**src/rtl/burst_addr_gen.sv**
```systemverilog
module burst_addr_gen #(
  parameter int AW = 16
) (
  input  logic          clk,
  input  logic          rst_n,
  input  logic          chip_sel,
  input  logic          cpu_strobe,
  input  logic          ctl_strobe,
  input  logic          advance,
  input  logic          mode,
  input  logic [AW-1:0] cpu_addr,
  input  logic [AW-1:0] ctl_addr,
  output logic [AW-1:0] addr_out
);
  localparam int SW = 2;

  logic [AW-1:0] base_q, base_n;
  logic [SW-1:0] step_q, step_n, low_n;
  logic          ilv_q, ilv_n;
  logic          load;

  assign load   = chip_sel & (cpu_strobe | ctl_strobe);
  assign base_n = !load ? base_q : (cpu_strobe ? cpu_addr : ctl_addr);
  assign ilv_n  = load ? mode : ilv_q;
  assign step_n = load ? '0 : (advance ? step_q + 1'b1 : step_q);
  assign low_n  = ilv_n ? (base_n[SW-1:0] ^ step_n) : (base_n[SW-1:0] + step_n);

  always_ff @(posedge clk or negedge rst_n) begin
    if (!rst_n) begin
      base_q   <= '0;
      step_q   <= '0;
      ilv_q    <= 1'b1;
      addr_out <= '0;
    end else begin
      base_q   <= base_n;
      step_q   <= step_n;
      ilv_q    <= ilv_n;
      addr_out <= {base_n[AW-1:SW], low_n};
    end
  end
endmodule


```
**config.mk**
```make
export PLATFORM = sky130hd
export DESIGN_NAME = burst_addr_gen
export DESIGN_NICKNAME = d
export VERILOG_FILES = /design/src/rtl/burst_addr_gen.sv
export SDC_FILE = /design/constraint.sdc
export NUM_CORES = 1
export LEC_CHECK = 0
export ABC_AREA = 1
export BUFFER_PORTS_ARGS = -buffer_cell sky130_fd_sc_hd__buf_2
export CAP_MARGIN = 10
export CORE_ASPECT_RATIO = 0.8
export CORE_UTILIZATION = 49
export DETAILED_ROUTE_END_ITERATION = 10
export PLACE_DENSITY = 0.94
export SYNTH_ARGS = -nofsm -noshare
export SYNTH_HDL_FRONTEND = slang
export SYNTH_SLANG_ARGS = --single-unit
```
**constraint.sdc**
```tcl
create_clock -name clk -period 3.28 [get_ports clk]
set_input_delay 0.164 -clock clk [delete_from_list [all_inputs] [get_ports clk]]
set_output_delay 0.164 -clock clk [all_outputs]
set_load 0.05 [all_outputs]
```
## After elaboration in Yosys (flattened, before gate mapping)

Cells that the tools add are included.

| cells by class | value |
|---|---|
| mux-type cells | 6 |
| multiply operators | 0 |
| eq/ne operators | 0 |
| order comparisons | 0 |
| reductions and logical operators | 0 |
| bitwise logic cells | 3 |
| $add $sub $neg | 2 |
| shift operators | 0 |
| div/mod/pow operators | 0 |

Operators with widths:

| operator | count |
|---|---|
| 2-to-1 mux 16 bit | 2 |
| 2-to-1 mux 2 bit | 3 |
| adder 2 x 1 -> 2 bit, second input constant | 1 |
| adder 2 bit | 1 |
| XOR 2 bit | 1 |
| bitwise AND 1 bit | 1 |
| 2-to-1 mux 1 bit | 1 |
| OR 1 bit | 1 |

| word-level totals | value |
|---|---|
| input port bits | 39 |
| memory bits (writable) | 0 |
| memories | 0 |
| latch bits | 0 |
| logic and storage cells | 15 |
| register bits after elaboration | 35 |
| output and inout port bits | 16 |
| ROM bits | 0 |

## Logic depth before layout (Yosys ltp)

| depth | value |
|---|---|
| depth after elaboration | 5 |
| mapped depth | 11 |
| mapped depth without buffers | 9 |

## Worst setup path after synthesis

OpenSTA, ideal clock, no wires.

| timing path | value |
|---|---|
| path kind | input -> register |
| start | input port cpu_strobe |
| end | register addr_out[1] |
| setup time | 0.065 ns |
| arrival time | 1.273 ns |
| data required time | 3.215 ns |
| path buffers | 2 |
| stages on the path | 10 |
| slack | 1.942 ns |
| path through | buf_4 > inv_2 > buf_2 > nand2_1 > a31oi_1 > ha_1 > inv_1 > nor2_1 > nand3_1 > nand2_1 |

| on the way | value |
|---|---|
| longest elaborated chain between the ends | 5 |
| elaborated cells between the ends (all ways) | 9 |
| those cells by class | add/sub: 1; mux: 5; bitwise: 3 |

RTL lines:

| element | RTL line | source |
|---|---|---|
| from (decl) | 7 | `input logic cpu_strobe,` |
| OR 1 bit | 22 | `assign load = chip_sel & (cpu_strobe \| ctl_strobe);` |
| bitwise AND 1 bit | 22 |  |
| 2-to-1 mux 16 bit (*) | 23 | `assign base_n = !load ? base_q : (cpu_strobe ? cpu_addr : ctl_addr);` |
| named net base_n[0] | 17 | `logic [AW-1:0] base_q, base_n;` |
| adder 2 bit (*) | 26 | `assign low_n = ilv_n ? (base_n[SW-1:0] ^ step_n) : (base_n[SW-1:0] + step_n);` |
| 2-to-1 mux 2 bit (*) | 26 |  |
| named net low_n[1] | 18 | `logic [SW-1:0] step_q, step_n, low_n;` |
| to (signal assigned) | 38 | `addr_out <= {base_n[AW-1:SW], low_n};` |
| to (decl) | 13 | `output logic [AW-1:0] addr_out` |

Mark *: on every way through the listed nets, which the timed path passes. The rest lies on a longest branch.

## Worst setup path in the final report

Same ends and word-level chain as after synthesis.

==> qor.txt <==
Max Clk Rate = 0.6808 GHz
Met1 Usage GRT = 24.26%
Total of max-cap violations = 0
Mean post-synth cell area = 7.795 sq um
Synth Register Bits = 21
DRT antenna net count = 0
Share of cells above drive strength 1 = 33.69%
Final period utilization = 44.78%
Routed vias/inst = 5.000
DP Area = 0.001313 sq mm
Clock H-tree levels = 1
Final HPWL DP = 1801 microns
Worst setup EP type = register
RSZ-0062 raised after global routing = false
Critical path fanouts, max = 33
Worst path slowest cell = nor2_8
Total number of vias = 1060
Critical path class = in -> reg
Final Wtd Congestion = 0.8459
Total Nets Final = 228
Worst skew pair latency = 0.30 ns
PostCTS Resize Cnt = 0
Endpoints failing setup = 0
CTS Buf Count = 3
Clk buf depth = 2
Vias in the first global route = 948
Starting density of the core = 52.54%
Hold WC Path Type = in -> reg
Pwr dens = 509.3 mW/mm^2
Initial antenna violation count = 0
Global-route wire length before repair = 3884 microns
Avg WL per Cell = 11.30 microns
# fillers = 187
Root Buffer = clkbuf_4
Largest net degree at the start of global routing = 34
Slew Limit Headroom = 69.30%
Die Area = 0.002554 sq mm
Drt first pass iters = 4
Sw Share = 40.39%
Seq/Total Area, Yosys = 45.66%
Post-Synthesis Net Count = 188
Die width = 56.25 microns
ANT cells = 0
Met2 Use GR = 37.14%
Gr busiest metal = met2
Setup_tns = 0 ns
Final hold violations = 0
Place WS = 1.477 ns
CP Cell Sequence = buf_2 -> nor2_4 -> nor2_8 -> nor2_1 -> a31oi_1 -> ha_1 -> inv_1 -> nor2_1 -> nand3_1 -> nand2_1
Die Height = 45.40 microns
Crit path DAT = 1.72 ns
Skew final = 0.0006882 ns
Combinational share of power = 36.5%
Sequential cell area = 526.8 sq um
Gr ovfl total = 0
Total wire length = 2395 microns
Sink Count = 21
M3 GR Usage = 6.534%
1st-iter DRT viols = 42
I/O pins = 55
Row count = 15
Slowest stage delay, CP = 0.34 ns
Critical path startpoint category = input port
Status = completed
Core footprint = 0.002196 sq mm
Synth Instances = 148
Drt drc = 0
Area Growth Syn to Fin = 17.03%
Fin crit period = 1.469 ns
Synthesized cell area = 0.001154 sq mm
Worst-Margin Slew = 0.4605 ns
Global Route Usage Sum = 20.70%
CTS tree = done
Synth Warn # = 0
Leak = 0.7298 nW
IO Port Bufs = 54
Finished Cell Area = 0.001350 sq mm
Peak supply drop = 399.6 uV
Slew Viols, Final = 0
Reg clk slew, reported paths = 0.11 ns
Clock Power Share = 18.1%
Synth cell types = 15
Switch Pwr = 277.7 uW
Seq pwr share = 45.5%
Worst EP required = 3.53 ns
Crit-path most repeated cell = nor2_1
Setup ws final = 1.811 ns
Int Pwr = 409.9 uW
Area of the multi-input gates = 446.7 sq um
[power groups by stage]
stage	registers, mW	logic (mW)	clock network (mW)
final	0.313	0.251	0.124
after detailed placement	0.318	0.250	0
after global placement	0.318	0.245	0
after CTS	0.313	0.252	0.130
after floorplan	0.337	0.195	0
after global routing	0.317	0.270	0.139
[sequential cells by signal, summed over array words and instances (netlist names)]
name and cells:
step_q 2, base_q 2, ilv_q 1, addr_out 16
[metrics by stage]
stage          utilization (%)  total power [mW]  instances  hold WS [ns]
2_1_floorplan                -            0.5320        148       -0.1316
3_3_place_gp             59.77            0.5634        207        0.1305
3_5_place_dp             59.77            0.5680        207        0.1389
4_1_cts                  61.48            0.6949        212       0.08992
5_1_grt                  61.48            0.7250        212       0.08138
6_report                 61.48            0.6876        212       0.09852
[worst max-delay path: cells and delay by family]
family / cells / cell delay, ns
and+or+nand+nor: 6 / 0.75
buffers and inverters: 2 / 0.38
AOI/OAI and AO/OA: 1 / 0.21
adders and majority gates: 1 / 0.21
[per-layer routing]
metal / share of wire, % / up-vias / routed length (microns)
met3: 7.6 / 2 / 182
met5: 0 / - / 0
met2: 49 / 42 / 1179
met1: 43 / 481 / 1018
met4: 0.63 / 0 / 15
li1: - / 535 / -
[Yosys cell counts]
library cell / number / area (sq um)
nand2_1: 53 / 198.9
dfrtp_1: 20 / 500.5
nor2_1: 19 / 71.32
buf_4: 17 / 127.6
a31oi_1: 15 / 93.84
inv_1: 9 / 33.78
nand3_1: 5 / 25.02
buf_2: 3 / 15.01
dfstp_2: 1 / 26.28
ha_1: 1 / 12.51
inv_2: 1 / 3.750
nor2_4: 1 / 11.26
nor2_8: 1 / 20.02
nor3_1: 1 / 5.000
o21ai_2: 1 / 8.760
[cell families (layout without fill, tap and decap cells)]
| group | Yosys count | after routing | share of synthesized area (%) |
|---|---|---|---|
| and+or+nand+nor | 80 | 80 | 28.74 |
| DFF | 21 | 21 | 45.66 |
| adders and majority gates | 1 | 1 | 1.084 |
| AOI/OAI and AO/OA | 16 | 16 | 8.894 |
| buffers and inverters | 30 | 69 | 15.62 |
[layout make-up]
type / instances / area share (%)
timing repair buffer: 55 / 20.76
multi-input combinational: 97 / 33.09
clock buffer: 3 / 1.668
sequential: 21 / 39.02
clock inverter: 1 / 0.3707
tap: 25 / 2.317
inverter: 10 / 2.780
[layout by cell type (no fill, tap or decap)]
| master | count |
|---|---|
| a31oi_1 | 15 |
| buf_2 | 54 |
| clkbuf_4 | 3 |
| clkinv_2 | 1 |
| dfrtp_1 | 20 |
| dfstp_2 | 1 |
| dlygate4sd3_1 | 1 |
| ha_1 | 1 |
| inv_1 | 9 |
| inv_2 | 1 |
| nand2_1 | 53 |
| nand3_1 | 5 |
| nor2_1 | 19 |
| nor2_4 | 1 |
| nor2_8 | 1 |
| nor3_1 | 1 |
| o21ai_2 | 1 |
[worst paths after layout]
check	slack [ns]	cells after the start	endpoint	startpoint
setup / recovery	1.81	10	addr_out[1]	cpu_strobe
hold / removal	0.1	3	addr_out[14]	ctl_addr[14]
setup reg to reg	1.87	8	addr_out[1]	step_q[0]
hold reg to reg	0.52	2	ilv_q	ilv_q
max in group asynchronous	2.61	2	ilv_q	rst_n
min in group asynchronous	0.32	2	addr_out[15]	rst_n
[repair_timing]
| action | 4_1_cts | 5_1_grt |
|---|---|---|
| buffers inserted | 0 | 0 |
| endpoints found under the hold margin | 20 | 0 |
| hold buffers | 1 | 0 |
No activity file was read; power rests on OpenSTA's default activity.
